===== src/rtl/gpx_pkg.sv =====
package gpx_pkg;

    typedef enum logic [2:0] {
        GRP_DIR = 3'd0,
        GRP_LVL = 3'd1,
        GRP_IEN = 3'd2,
        GRP_IST = 3'd3,
        GRP_SPR = 3'd4
    } grp_e;

    localparam int NUM_GRP = 5;

    typedef struct packed {
        logic [7:0] dir;
        logic [7:0] lat;
        logic [7:0] ien;
        logic [7:0] ist;
        logic [7:0] spr;
    } bank_regs_t;

    function automatic int bank_shift(input int pins);
        return $clog2(pins) - 3;
    endfunction

endpackage


===== src/rtl/gpx_sync.sv =====
module gpx_sync #(
    parameter int WIDTH = 16
) (
    input  logic             clk,
    input  logic             rst,
    input  logic [WIDTH-1:0] async_i,
    output logic [WIDTH-1:0] sync_o
);
    logic [WIDTH-1:0] stage1_q;
    logic [WIDTH-1:0] stage2_q;

    always_ff @(posedge clk) begin
        if (rst) begin
            stage1_q <= '0;
            stage2_q <= '0;
        end else begin
            stage1_q <= async_i;
            stage2_q <= stage1_q;
        end
    end

    assign sync_o = stage2_q;
endmodule


===== src/rtl/gpx_decode.sv =====
module gpx_decode
    import gpx_pkg::*;
#(
    parameter int PINS = 16,
    localparam int SHIFT  = bank_shift(PINS),
    localparam int BIDX_W = (SHIFT == 0) ? 1 : SHIFT
) (
    input  logic [7:0]        addr_i,
    output logic              hit_o,
    output grp_e              grp_o,
    output logic [BIDX_W-1:0] bank_o
);
    logic [7:0] grp_raw;

    assign grp_raw = addr_i >> SHIFT;
    assign hit_o   = (grp_raw < 8'(NUM_GRP));
    assign grp_o   = grp_e'(grp_raw[2:0]);

    generate
        if (SHIFT == 0) begin : g_one_bank
            assign bank_o = '0;
        end else begin : g_multi_bank
            assign bank_o = addr_i[BIDX_W-1:0];
        end
    endgenerate
endmodule


===== src/rtl/gpx_bank.sv =====
module gpx_bank
    import gpx_pkg::*;
(
    input  logic       clk,
    input  logic       rst,
    input  logic       we_dir,
    input  logic       we_lat,
    input  logic       we_ien,
    input  logic       we_ist,
    input  logic       we_spr,
    input  logic [7:0] wdata,
    input  logic [7:0] pad_sync,
    input  logic [7:0] evt,
    output bank_regs_t regs_o,
    output logic [7:0] lvl_o
);
    bank_regs_t r_q;

    always_ff @(posedge clk) begin
        if (rst) begin
            r_q <= '0;
        end else begin
            if (we_dir) r_q.dir <= wdata;
            if (we_lat) r_q.lat <= wdata;
            if (we_ien) r_q.ien <= wdata;
            if (we_spr) r_q.spr <= wdata;
            r_q.ist <= (r_q.ist & ~(we_ist ? wdata : 8'h00)) | evt;
        end
    end

    assign regs_o = r_q;
    assign lvl_o  = (r_q.dir & r_q.lat) | (~r_q.dir & pad_sync);

    // Any pulsed event is visible as set status on the next cycle, clear or not
    AST_EVT_STICKY: assert property (@(posedge clk) disable iff (rst)
        (evt != 8'h00) |=> ((regs_o.ist & $past(evt)) == $past(evt)));
endmodule


===== src/rtl/gpx_regfile.sv =====
module gpx_regfile
    import gpx_pkg::*;
#(
    parameter int PINS = 16,
    localparam int SHIFT  = bank_shift(PINS),
    localparam int NBANK  = 1 << SHIFT,
    localparam int BIDX_W = (SHIFT == 0) ? 1 : SHIFT
) (
    input  logic            clk,
    input  logic            rst,
    input  logic [7:0]      bus_addr,
    input  logic            bus_wen,
    input  logic [7:0]      bus_wdata,
    input  logic            bus_ren,
    output logic [7:0]      bus_rdata,
    input  logic [PINS-1:0] pad_in,
    output logic [PINS-1:0] pad_out,
    output logic [PINS-1:0] pad_oe,
    input  logic [PINS-1:0] evt_set,
    output logic [PINS-1:0] int_en,
    output logic [PINS-1:0] int_stat
);
    logic              dec_hit;
    grp_e              dec_grp;
    logic [BIDX_W-1:0] dec_bank;
    logic [PINS-1:0]   pad_sync;
    bank_regs_t        regs [NBANK];
    logic [7:0]        lvl  [NBANK];
    logic [7:0]        rd_val;
    logic [7:0]        rdata_q;

    gpx_decode #(.PINS(PINS)) u_decode (
        .addr_i (bus_addr),
        .hit_o  (dec_hit),
        .grp_o  (dec_grp),
        .bank_o (dec_bank)
    );

    gpx_sync #(.WIDTH(PINS)) u_sync (
        .clk     (clk),
        .rst     (rst),
        .async_i (pad_in),
        .sync_o  (pad_sync)
    );

    generate
        for (genvar b = 0; b < NBANK; b++) begin : g_bank
            logic sel;
            assign sel = bus_wen && dec_hit && (dec_bank == BIDX_W'(b));

            gpx_bank u_bank (
                .clk      (clk),
                .rst      (rst),
                .we_dir   (sel && (dec_grp == GRP_DIR)),
                .we_lat   (sel && (dec_grp == GRP_LVL)),
                .we_ien   (sel && (dec_grp == GRP_IEN)),
                .we_ist   (sel && (dec_grp == GRP_IST)),
                .we_spr   (sel && (dec_grp == GRP_SPR)),
                .wdata    (bus_wdata),
                .pad_sync (pad_sync[8*b +: 8]),
                .evt      (evt_set[8*b +: 8]),
                .regs_o   (regs[b]),
                .lvl_o    (lvl[b])
            );

            assign pad_oe[8*b +: 8]   = regs[b].dir;
            assign pad_out[8*b +: 8]  = regs[b].lat;
            assign int_en[8*b +: 8]   = regs[b].ien;
            assign int_stat[8*b +: 8] = regs[b].ist;

            // A direction write reaches this bank's output enables one cycle later
            AST_DIR_TO_OE: assert property (@(posedge clk) disable iff (rst)
                (bus_wen && dec_hit && dec_grp == GRP_DIR && dec_bank == BIDX_W'(b))
                |=> (pad_oe[8*b +: 8] == $past(bus_wdata)));
        end
    endgenerate

    always_comb begin
        rd_val = 8'h00;
        if (dec_hit) begin
            case (dec_grp)
                GRP_DIR: rd_val = regs[dec_bank].dir;
                GRP_LVL: rd_val = lvl[dec_bank];
                GRP_IEN: rd_val = regs[dec_bank].ien;
                GRP_IST: rd_val = regs[dec_bank].ist;
                GRP_SPR: rd_val = regs[dec_bank].spr;
                default: rd_val = 8'h00;
            endcase
        end
    end

    always_ff @(posedge clk) begin
        if (rst) begin
            rdata_q <= 8'h00;
        end else if (bus_ren) begin
            rdata_q <= rd_val;
        end
    end

    assign bus_rdata = rdata_q;

    AST_RESET_CLEAN: assert property (@(posedge clk)
        rst |=> (pad_oe == '0 && pad_out == '0 && int_en == '0 && int_stat == '0));

    AST_UNMAPPED_ZERO: assert property (@(posedge clk) disable iff (rst)
        (bus_ren && !dec_hit) |=> (bus_rdata == 8'h00));

    AST_RDATA_HOLD: assert property (@(posedge clk) disable iff (rst)
        (!bus_ren && !$past(rst)) |=> $stable(bus_rdata));
endmodule


===== config.mk =====
export PLATFORM = sky130hd
export DESIGN_NAME = gpx_regfile
export DESIGN_NICKNAME = d
export VERILOG_FILES = /design/src/rtl/gpx_pkg.sv /design/src/rtl/gpx_sync.sv /design/src/rtl/gpx_decode.sv /design/src/rtl/gpx_bank.sv /design/src/rtl/gpx_regfile.sv
export SDC_FILE = /design/constraint.sdc
export NUM_CORES = 1
export LEC_CHECK = 0
export BUFFER_PORTS_ARGS = -buffer_cell sky130_fd_sc_hd__buf_2
export CAP_MARGIN = 20
export CORE_MARGIN = 5
export CORE_UTILIZATION = 40
export CTS_CLUSTER_DIAMETER = 80
export DETAILED_ROUTE_END_ITERATION = 8
export GPL_TIMING_DRIVEN = 1
export PLACE_DENSITY_LB_ADDON = 0.3
export SYNTH_ARGS = -nofsm -noshare
export SYNTH_HDL_FRONTEND = slang
export SYNTH_SLANG_ARGS = --single-unit
export TNS_END_PERCENT = 50

===== constraint.sdc =====
create_clock -name clk -period 1.38 [get_ports clk]
set_input_delay 0.207 -clock clk [delete_from_list [all_inputs] [get_ports clk]]
set_output_delay 0.207 -clock clk [all_outputs]
set_load 0.02 [all_outputs]

==> results of run 1 <==
==> what timing repair did <==
| item | in CTS | in global routing |
|---|---|---|
| endpoints found under the hold margin | 15 | 0 |
| endpoints found under the setup margin | 0 | 1 |
| hold buffers | 15 | 0 |
| resized for setup | 0 | 1 |
==> cells by family (layout without fill, tap and decap cells) <==
kind of cell | Yosys count | after routing
buf+inv | 119 | 213
simple gates | 143 | 143
flops | 120 | 120
compound gates | 73 | 73
mux | 112 | 112
==> layout by cell type (no fill, tap or decap), types with 2 or more instances in the layout <==
cell and count:
sky130_fd_sc_hd__nor3b_1 2, sky130_fd_sc_hd__dfxtp_1 120, sky130_fd_sc_hd__o22ai_2 2, sky130_fd_sc_hd__mux2_2 8
sky130_fd_sc_hd__buf_4 26, sky130_fd_sc_hd__o22ai_1 14, sky130_fd_sc_hd__a221oi_1 7, sky130_fd_sc_hd__clkbuf_16 17
sky130_fd_sc_hd__nand4b_1 4, sky130_fd_sc_hd__nand3b_1 2, sky130_fd_sc_hd__mux2i_1 104, sky130_fd_sc_hd__dlygate4sd3_1 15
sky130_fd_sc_hd__clkinvlp_4 5, sky130_fd_sc_hd__buf_12 4, sky130_fd_sc_hd__inv_1 16, sky130_fd_sc_hd__bufinv_16 3
sky130_fd_sc_hd__nor2_1 72, sky130_fd_sc_hd__nand3_1 2, sky130_fd_sc_hd__buf_2 122, sky130_fd_sc_hd__nand2_1 8
sky130_fd_sc_hd__nor2b_1 32, sky130_fd_sc_hd__nand4_2 3, sky130_fd_sc_hd__o21ai_0 25, sky130_fd_sc_hd__a21oi_1 24
sky130_fd_sc_hd__nand2b_1 8
==> flip-flops by register name, indices dropped and copies added, names as in the netlist <==
signal / flops
u_sync.sync_o: 16
g_bank.u_bank.regs_o: 80
u_sync.stage1_q: 16
bus_rdata: 8
==> area by class of cell <==
class	count	area (µm²)	area share (%)
Clock buffer	19	443	6.65
Clock inverter	11	150	2.26
Inverter	16	60.1	0.902
Multi-Input combinational cell	328	2340	35.2
Sequential cell	120	2400	36.1
Tap cell	176	220	3.31
Timing Repair Buffer	167	1040	15.6
==> per-layer routing <==
layer / up-vias / wire length (µm) / track usage [%]
li1: 2033 / - / -
met1: 2020 / 6170 / 22.3
met2: 140 / 7010 / 30.0
met3: 26 / 900 / 5.13
met4: 0 / 347 / 7.76
met5: - / 0 / 0
==> worst register-to-register path: stages (launching register included) <==
cell and delay, ns:
sky130_fd_sc_hd__dfxtp_1 0.35, sky130_fd_sc_hd__mux2i_1 0.08, sky130_fd_sc_hd__buf_4 0.15, sky130_fd_sc_hd__o22ai_1 0.24, sky130_fd_sc_hd__a21oi_1 0.07, sky130_fd_sc_hd__a221oi_1 0.27
==> final timing paths <==
kind	start	end	slack [ns]
worst max-delay path	bus_addr[3]	bus_rdata[3]$_SDFFE_PP0P_	0.12
worst min-delay path	evt_set[3]	g_bank[0].u_bank.regs_o[11]$_SDFF_PP0_	0.03
worst max register to register	g_bank[1].u_bank.regs_o[9]$_SDFF_PP0_	bus_rdata[1]$_SDFFE_PP0P_	0.12
worst min register to register	u_sync.stage1_q[13]$_SDFF_PP0_	u_sync.sync_o[13]$_SDFF_PP0_	0.43
==> per-stage QoR <==
stage | power (mW) | hold slack (ns) | setup TNS (ns) | instance area (µm²)
after floorplan | 4.02 | 0.335 | -0.692 | 5460
after global placement | 4.20 | 0.413 | -9.01 | 5910
after detailed placement | 4.21 | 0.420 | -12.00 | 5910
after CTS | 8.70 | 0.00442 | 0 | 6650
after global routing | 8.91 | 0.0164 | 0 | 6660
final | 8.61 | 0.0257 | 0 | 6660
==> power by group <==
part	switching (mW)	internal, mW	total, mW
Combinational	0.335	0.257	0.591
Sequential	0.0381	3.55	3.59
Clock	1.57	2.87	4.44
==> reports/qor.csv, run 1 <==
stage;metric;value;unit
floorplan;horizontal die dimension;127;µm
cells_and_area;Antenna diodes;0;
timing;Period minus WS final;1.26;ns
logic_synthesis;fraction of the yosys area taken by sequential cells;44.1;%
drt;Pre-Repair DR Iteration Count;4;
global_routing;global-route usage over all layers;18.2;%
logic_synthesis;cell count after synthesis;567;
floorplan;core box area;13300;µm²
global_routing;antenna violations before repair;0;
timing;Final Slew Violations;0;
outcome;outcome;finished clean;
cells_and_area;Final Core Density;50.1;%
setup_path;worst-path fanout max;8;
timing;number of endpoints failing setup at the final stage;0;
logic_synthesis;cell with the most instances after synthesis;sky130_fd_sc_hd__dfxtp_1;
setup_path;crit path DAT;1.58;ns
setup_path;cell family with most CP delay;compound AO/OA/AOI/OAI gates;
floorplan;Initial Utilization;41.0;%
logic_synthesis;share of the synthesized area in the top cell type;44.1;%
min_path;min-delay worst type;in -> reg;
cells_and_area;layout overhead on the synthesized area;22.1;%
logic_synthesis;number of synthesis warnings;0;
pwr;leakage component of the power;3.32;nW
floorplan;Chip Height;127;µm
global_routing;number of global-route vias before repair;4239;
logic_synthesis;Synthesized Nets;619;
place;placed instance count;792;
drt;number of antenna-violating nets in the routed design;0;
clock_tree;clock tree from TritonCTS;done;
clock_tree;post-CTS setup buffer count;0;
cells_and_area;Filler Cells Inserted;1245;
place;Buffers on Ports;123;
logic_synthesis;Avg Synthesized Cell Area;9.61;µm²
setup_path;combined buffer and inverter count along the critical path;2;
timing;share of the cycle needed by the critical path after routing;91.5;%
timing;worst slew pin tran;0.414;ns
logic_synthesis;largest area contributor in the synthesized netlist;sky130_fd_sc_hd__dfxtp_1;
pwr;power density over cell area;1290;nW/µm²
setup_path;CP required;1.70;ns
floorplan;number of placement rows;42;
logic_synthesis;combinational family with the most area after synthesis;multiplexers;
place;global placer's final weighted congestion;0.891;
setup_path;total stage count of the critical path;6;
clock_tree;number of CTS-inserted buffers;17;
logic_synthesis;prevailing post-synth register cell;sky130_fd_sc_hd__dfxtp_1;
timing;final hold violation count;0;
setup_path;R2R depth;5;
drt;count of routing violations after the opening detailed-route iteration;230;
cells_and_area;final cell count without fillers;837;
logic_synthesis;post-synthesis sequential element count;120;
global_routing;total global routing overflow;0;
drt;wire length per cell after detailed routing;17.2;µm
clock_tree;clock network latency to the later pin of the worst-skew pair;0.42;ns
logic_synthesis;share of the synthesized area in compound gates (AO/OA/AOI/OAI);7.85;%
clock_tree;Clock Root Buffer;sky130_fd_sc_hd__clkbuf_16;
setup_path;peak per-stage delay on the critical path;0.38;ns
setup_path;Worst Setup Start Kind;primary input;
logic_synthesis;number of flops mapped to enable cells by yosys;0;
clock_tree;# H-tree levels;4;
setup_path;chain of cells forming the critical path;buf_2, buf_4, nand3b_1, o22ai_1, a21oi_1, a221oi_1;
floorplan;die area;16100;µm²
place;Setup Slack @ Placement;-0.314;ns
timing;f_max;792;MHz
min_path;Hold Path Depth;3;
logic_synthesis;netlist area before placement;5450;µm²
logic_synthesis;Synth async-reset ratio;0;%
floorplan;number of I/O pins;124;
cells_and_area;fin nets;702;
drt;average via count per standard cell;5.04;
drt;number of vias in the routed layout;4219;
logic_synthesis;post-synthesis share of cell area spent on and, or, nand and nor gates;14.2;%
global_routing;first-pass GRT wire length;22800;µm
timing;Worst Skew;0.00896;ns
timing;worst path setup slack after routing;0.117;ns
job;number of maximum-capacitance constraint violations;0;
cells_and_area;ratio of cells with drive above 1 in the final layout;30.3;%
global_routing;maximum number of pins on one net before global-route repair;46;
clock_tree;number of clock sinks;120;
timing;max-slew headroom at the worst pin;72.3;%
setup_path;slowest cell on the critical path;sky130_fd_sc_hd__nand3b_1;
clock_tree;CTS clock-pin slew for the worst setup and hold paths;0.06;ns
logic_synthesis;post-synthesis adder-cell area fraction;0;%
timing;setup repair after global routing missed its margin;no;
setup_path;sort of element at the end of the critical path;flip-flop;
logic_synthesis;mux share of post-synthesis cell area;20.7;%
setup_path;critical path class;in -> reg;
logic_synthesis;main area contributors after synthesis;sky130_fd_sc_hd__dfxtp_1, sky130_fd_sc_hd__mux2i_1, sky130_fd_sc_hd__buf_4;
logic_synthesis;Yosys cell types;34;
pwr;Peak supply drop;0.904;mV
place;Post-DP HPWL;10400;µm
drt;total detailed-routing wirelength;14400;µm
clock_tree;buffers from clock root to sink, at most;2;
logic_synthesis;parity-gate share of the synthesized area counting xor and xnor cells;0;%
drt;number of remaining DRC errors;0;
logic_synthesis;Synth top cells by count;sky130_fd_sc_hd__dfxtp_1, sky130_fd_sc_hd__mux2i_1, sky130_fd_sc_hd__nor2_1;
(Power assumes the default switching activity.)
==> run 2: changes to the inputs <==
CTS_BUF_LIST = sky130_fd_sc_hd__clkbuf_8   (was not set)
==> reports/qor.csv, run 2 (synthesized netlist as in run 1, its figures left out) <==
stage;metric;value;unit;change
timing;Worst Skew;0.0153;ns;+0.00638 ns
floorplan;die area;16100;µm²;unchanged
timing;setup repair after global routing missed its margin;no;;
setup_path;CP required;1.17;ns;-0.53 ns
clock_tree;clock network latency to the later pin of the worst-skew pair;0.46;ns;+0.04 ns
drt;wire length per cell after detailed routing;16.9;µm;-2.0%
setup_path;worst-path fanout max;4;;-4
floorplan;number of I/O pins;124;;unchanged
timing;worst slew pin tran;0.413;ns;-0.00133 ns
place;global placer's final weighted congestion;0.891;;unchanged
cells_and_area;ratio of cells with drive above 1 in the final layout;29.6;%;-0.61 points
drt;Pre-Repair DR Iteration Count;4;;unchanged
timing;number of endpoints failing setup at the final stage;0;;unchanged
global_routing;maximum number of pins on one net before global-route repair;46;;unchanged
clock_tree;# H-tree levels;4;;unchanged
drt;count of routing violations after the opening detailed-route iteration;191;;-17%
place;placed cell areas;5910;µm²;unchanged
clock_tree;CTS clock-pin slew for the worst setup and hold paths;0.07;ns;about the same
timing;sum of negative setup slack;0;ns;unchanged
timing;final hold violation count;0;;unchanged
clock_tree;Clock Root Buffer;sky130_fd_sc_hd__clkbuf_8;;
setup_path;cell family with most CP delay;flip-flops;;
drt;number of vias in the routed layout;4258;;+0.92%
global_routing;first-pass GRT wire length;22800;µm;+0.24%
clock_tree;buffers from clock root to sink, at most;2;;unchanged
cells_and_area;fin nets;719;;+2.4%
drt;total detailed-routing wirelength;14400;µm;about the same
job;number of maximum-capacitance constraint violations;0;;unchanged
cells_and_area;leading cell types in the layout, fill and taps excluded;sky130_fd_sc_hd__buf_2, sky130_fd_sc_hd__dfxtp_1, sky130_fd_sc_hd__mux2i_1;;
global_routing;global-route usage over all layers;18.3;%;+0.091 points
setup_path;combined buffer and inverter count along the critical path;1;;-1
clock_tree;number of clock sinks;120;;unchanged
setup_path;sort of element at the end of the critical path;primary output;;
floorplan;core box area;13300;µm²;unchanged
setup_path;critical path class;reg -> out;;
timing;max-slew headroom at the worst pin;72.4;%;+0.089 points
drt;average via count per standard cell;4.99;;-1.1%
setup_path;slowest cell on the critical path;sky130_fd_sc_hd__dfxtp_1;;
drt;number of remaining DRC errors;0;;unchanged
clock_tree;number of CTS-inserted buffers;17;;unchanged
global_routing;total global routing overflow;0;;unchanged
outcome;outcome;finished clean;;
floorplan;Initial Utilization;41.0;%;unchanged
cells_and_area;layout overhead on the synthesized area;21.7;%;
setup_path;Worst Setup Start Kind;flip-flop;;
setup_path;peak per-stage delay on the critical path;0.39;ns;about the same
cells_and_area;max reg flops;80;;unchanged
clock_tree;clock tree from TritonCTS;done;;
cells_and_area;Antenna diodes;0;;unchanged
timing;f_max;787;MHz;-0.60%
cells_and_area;multi-input combinational cell area;2340;µm²;unchanged
min_path;min-delay worst type;in -> reg;;
pwr;leakage component of the power;3.31;nW;-0.36%
timing;share of the cycle needed by the critical path after routing;92.1;%;+0.55 points
timing;Period minus WS final;1.27;ns;+0.00756 ns
setup_path;FF-to-FF setup slack;0.12;ns;about the same
place;Buffers on Ports;123;;unchanged
floorplan;Chip Height;127;µm;unchanged
setup_path;chain of cells forming the critical path;buf_2;;
timing;Final Slew Violations;0;;unchanged
cells_and_area;most frequent standard cell in the layout excluding fill and tap cells;sky130_fd_sc_hd__buf_2;;
place;Post-DP HPWL;10400;µm;unchanged
cells_and_area;area of all placed cells without fillers;6640;µm²;-0.30%
floorplan;horizontal die dimension;127;µm;unchanged
setup_path;crit path DAT;1.06;ns;-0.52 ns
drt;number of antenna-violating nets in the routed design;0;;unchanged
floorplan;number of placement rows;42;;unchanged
cells_and_area;area taken by flip-flops and latches;2400;µm²;about the same
global_routing;number of global-route vias before repair;4257;;+0.42%
global_routing;antenna violations before repair;0;;unchanged
cells_and_area;Filler Cells Inserted;1261;;+1.3%
pwr;Peak supply drop;0.765;mV;-15%
pwr;power density over cell area;1120;nW/µm²;-13%
-- run 2: changes by cell type in the layout (fill, tap and decap cells not counted), sizes merged --
cell / delta
clkbuf: -1
dlygate4sd3: +17
inv: +1
-- run 2: worst paths after layout --
kind / startpoint / endpoint / cells past startpoint
hold / removal: bus_wdata[7] / g_bank[0].u_bank.regs_o[39]$_SDFFE_PP0P_ / 3
hold reg to reg: u_sync.stage1_q[13]$_SDFF_PP0_ / u_sync.sync_o[13]$_SDFF_PP0_ / 1
setup / recovery: g_bank[1].u_bank.regs_o[35]$_SDFFE_PP0P_ / pad_oe[11] / 1
setup reg to reg: g_bank[1].u_bank.regs_o[9]$_SDFF_PP0_ / bus_rdata[1]$_SDFFE_PP0P_ / 5
-- run 2: worst min-delay path: stages --
cell and delay [ns]:
sky130_fd_sc_hd__buf_2 0.17, sky130_fd_sc_hd__mux2i_1 0.14, sky130_fd_sc_hd__nor2_1 0.05
-- run 2: timing repair --
action | CTS | global route
buffers inserted | 0 | 0
setup endpoints to repair | 0 | 2
hold buffers | 32 | 0
resized for setup | 0 | 2
endpoints found under the hold margin | 32 | 0
-- run 2: per-layer routing --
metal	wire length, µm	share of wire [%]	global-route usage (%)
met1	6250	43	22.4
met2	6960	48	29.9
met5	0	0	0
met4	268	1.9	6.37
met3	949	6.6	6.47
-- run 2: cell type report --
type                            count  area share (%)
Inverter                           16           0.905
Multi-Input combinational cell    328            35.3
Clock buffer                       18            3.73
Clock inverter                     12            2.32
Tap cell                          176            3.32
Sequential cell                   120            36.2
Timing Repair Buffer              184            18.2
-- run 2: metrics by stage --
step                      hold slack [ns]  total power, mW  util, %  worst slack [ns]  instances
final                               0.162             7.44     49.9             0.110        854
after CTS                           0.142             7.52     49.9            0.0728        854
after global placement              0.413             4.20     44.4            -0.288        792
after floorplan                     0.335             4.02        -           -0.0533        567
after global routing                0.145             7.73     49.9           0.00770        854
after detailed placement            0.420             4.21     44.4            -0.314        792
-- run 2: power by group --
part | internal [mW] | switching [mW]
Clock | 1.81 | 1.43
Combinational | 0.288 | 0.340
Sequential | 3.54 | 0.0376
==> run 3: changes to the inputs <==
CTS_BUF_LIST = sky130_fd_sc_hd__clkbuf_8 sky130_fd_sc_hd__clkbuf_16   (was sky130_fd_sc_hd__clkbuf_8)
MAX_ROUTING_LAYER = met4   (was not set)
SYNTH_HIERARCHICAL = 1   (was not set)
==> reports/qor.csv, run 3 <==
stage;metric;value;unit;change
pwr;leakage component of the power;3.15;nW;-4.7%
clock_tree;buffers from clock root to sink, at most;2;;unchanged
floorplan;core box area;12700;µm²;-4.3%
pwr;Peak supply drop;1.04;mV;+36%
cells_and_area;most frequent standard cell in the layout excluding fill and tap cells;sky130_fd_sc_hd__buf_2;;
clock_tree;number of CTS-inserted buffers;17;;unchanged
cells_and_area;leading cell types in the layout, fill and taps excluded;sky130_fd_sc_hd__buf_2, sky130_fd_sc_hd__dfxtp_1, sky130_fd_sc_hd__nor2_1;;
timing;max-slew headroom at the worst pin;70.9;%;-1.5 points
logic_synthesis;cell with the most instances after synthesis;sky130_fd_sc_hd__dfxtp_1;;
drt;number of vias in the routed layout;4168;;-2.1%
pwr;power density over cell area;1150;nW/µm²;+2.4%
drt;total detailed-routing wirelength;14000;µm;-3.1%
outcome;outcome;finished, violations left;;
drt;count of routing violations after the opening detailed-route iteration;254;;+33%
logic_synthesis;netlist area before placement;5240;µm²;-3.9%
min_path;min-delay worst type;in -> reg;;
place;Post-DP HPWL;10400;µm;about the same
place;global placer's final weighted congestion;0.842;;-5.6%
drt;Pre-Repair DR Iteration Count;5;;+1
setup_path;Worst Setup Start Kind;flip-flop;;
cells_and_area;layout overhead on the synthesized area;38.7;%;
outcome;violated checks;setup timing;;
job;number of maximum-capacitance constraint violations;0;;unchanged
place;placed cell areas;6480;µm²;+9.6%
logic_synthesis;number of synthesis warnings;6;;+6
timing;f_max;621;MHz;-21%
global_routing;first-pass GRT wire length;22700;µm;-0.51%
place;placed instance count;814;;+2.8%
global_routing;global-route usage over all layers;18.8;%;+0.53 points
cells_and_area;max reg flops;80;;unchanged
logic_synthesis;Synth top cells by count;sky130_fd_sc_hd__dfxtp_1, sky130_fd_sc_hd__nor2_1, sky130_fd_sc_hd__mux2i_1;;
clock_tree;CTS clock-pin slew for the worst setup and hold paths;0.05;ns;-0.02 ns
drt;number of remaining DRC errors;0;;unchanged
timing;Final Slew Violations;0;;unchanged
timing;share of the cycle needed by the critical path after routing;117;%;+25 points
drt;wire length per cell after detailed routing;16.4;µm;-2.9%
logic_synthesis;fraction of the yosys area taken by sequential cells;45.8;%;+1.8 points
setup_path;crit path DAT;1.88;ns;+0.82 ns
clock_tree;# H-tree levels;4;;unchanged
timing;Worst Skew;0.00792;ns;-0.00741 ns
timing;Period minus WS final;1.61;ns;+0.339 ns
global_routing;maximum number of pins on one net before global-route repair;39;;-15%
floorplan;Initial Utilization;41.2;%;+0.18 points
logic_synthesis;Yosys cell types;33;;-2.9%
logic_synthesis;Synth async-reset ratio;0;%;unchanged
global_routing;total global routing overflow;0;;unchanged
logic_synthesis;Avg Synthesized Cell Area;10.8;µm²;+12%
pwr;total power consumption of the routed design;8.35;mW;+12%
timing;worst path setup slack after routing;-0.230;ns;-0.339 ns
floorplan;horizontal die dimension;124;µm;-1.8%
timing;worst slew pin tran;0.437;ns;+0.0240 ns
clock_tree;Clock Root Buffer;sky130_fd_sc_hd__clkbuf_16;;
setup_path;worst-path fanout max;2;;-2
logic_synthesis;largest area contributor in the synthesized netlist;sky130_fd_sc_hd__dfxtp_1;;
clock_tree;clock network latency to the later pin of the worst-skew pair;0.41;ns;-0.05 ns
cells_and_area;final cell count without fillers;852;;-0.23%
logic_synthesis;Synthesized Nets;537;;-13%
timing;number of endpoints failing setup at the final stage;8;;+8
floorplan;Chip Height;124;µm;-1.8%
timing;sum of negative setup slack;-0.974;ns;-0.974 ns
timing;setup repair after global routing missed its margin;yes;;
setup_path;sort of element at the end of the critical path;flip-flop;;
logic_synthesis;prevailing post-synth register cell;sky130_fd_sc_hd__dfxtp_1;;
place;Buffers on Ports;123;;unchanged
logic_synthesis;cell count after synthesis;485;;-14%
cells_and_area;ratio of cells with drive above 1 in the final layout;47.4;%;+18 points
floorplan;number of I/O pins;124;;unchanged
clock_tree;clock tree from TritonCTS;done;;
setup_path;critical path class;reg -> reg;;
drt;average via count per standard cell;4.89;;-1.9%
logic_synthesis;number of flops mapped to enable cells by yosys;0;;unchanged
global_routing;number of global-route vias before repair;4220;;-0.87%
timing;final hold violation count;0;;unchanged
clock_tree;number of clock sinks;120;;unchanged
drt;number of antenna-violating nets in the routed design;0;;unchanged
floorplan;number of placement rows;41;;-2.4%
global_routing;antenna violations before repair;0;;unchanged
cells_and_area;fin nets;719;;unchanged
cells_and_area;area of all placed cells without fillers;7270;µm²;+9.5%
logic_synthesis;share of the synthesized area in the top cell type;45.8;%;+1.8 points
floorplan;die area;15500;µm²;-3.6%
setup_path;CP required;1.65;ns;+0.48 ns
logic_synthesis;post-synthesis sequential element count;120;;unchanged
cells_and_area;Antenna diodes;0;;unchanged
logic_synthesis;main area contributors after synthesis;sky130_fd_sc_hd__dfxtp_1, sky130_fd_sc_hd__mux2i_1, sky130_fd_sc_hd__mux2_2;;
run 3: changes by cell type after synthesis, sizes merged, moves of 17 or more:
cell    previous run  this run
clkbuf            23         2
mux2               8        56
o21ai             25         2
nor2b             32        49
a311oi             0        19
buf               80        34
mux2i            104        64
run 3: path summary, 6_finish.rpt:
path | to | cells after the start | slack (ns) | startpoint
max | bus_rdata[3]$_SDFFE_PP0P_ | 4 | -0.23 | g_bank[0].u_bank/regs_o[35]$_SDFFE_PP0P_
max reg2reg | bus_rdata[3]$_SDFFE_PP0P_ | 4 | -0.23 | g_bank[0].u_bank/regs_o[35]$_SDFFE_PP0P_
min reg2reg | u_sync/sync_o[10]$_SDFF_PP0_ | 1 | 0.43 | u_sync/stage1_q[10]$_SDFF_PP0_
min | u_sync/stage1_q[15]$_SDFF_PP0_ | 2 | 0.01 | pad_in[15]
run 3: through the flow:
stage | util (%) | worst slack (ns) | hold WS, ns
final | 57.1 | -0.230 | 0.0109
after global routing | 57.1 | -0.239 | 0.0130
after CTS | 56.4 | -0.199 | 0.000123
after detailed placement | 50.9 | -0.375 | 0.422
after global placement | 50.9 | -0.382 | 0.416
after floorplan | - | -0.0638 | 0.279
run 3: logic make-up after synthesis:
family                 after synthesis  synth area share, %
muxes                              120                 24.6
buffers and inverters               52                 6.16
and+or+nand+nor                    143                 13.9
AOI/OAI and AO/OA                   50                 9.48
DFF                                120                 45.8
run 3: repair_timing:
item / 4_1_cts / 5_1_grt
buffers inserted: 1 / 0
pin swaps: 8 / 15
hold endpoints to repair: 5 / 0
hold buffers: 5 / 0
gates cloned: 0 / 0
resized for setup: 18 / 23
setup endpoints to repair: 8 / 75
run 3: final cells by class:
cell class	count	area (µm²)
multi-input combinational	313	2680
timing repair buffer	199	1280
clock inverter	6	23.8
inverter	16	60.1
tap	172	215
clock buffer	26	549
fill	1118	5450
sequential	120	2460
run 3: layer usage:
metal	track usage [%]	vias up	wire length [µm]
met5	-	-	0
met4	6.13	0	159
met3	6.35	15	882
met2	28.8	127	6580
met1	23.5	1966	6360
li1	-	2060	-
run 3: worst max-delay path, stage by stage (launching register included):
cell and delay, ns:
sky130_fd_sc_hd__dfxtp_4 0.34, sky130_fd_sc_hd__mux2_4 0.29, sky130_fd_sc_hd__mux2_4 0.27, sky130_fd_sc_hd__a222oi_1 0.43, sky130_fd_sc_hd__a211oi_1 0.14
run 3: power by group:
| group | total (mW) | internal (mW) | switching [mW] |
|---|---|---|---|
| combinational | 0.656 | 0.306 | 0.350 |
| sequential | 3.55 | 3.52 | 0.0356 |
| clock | 4.14 | 2.69 | 1.45 |
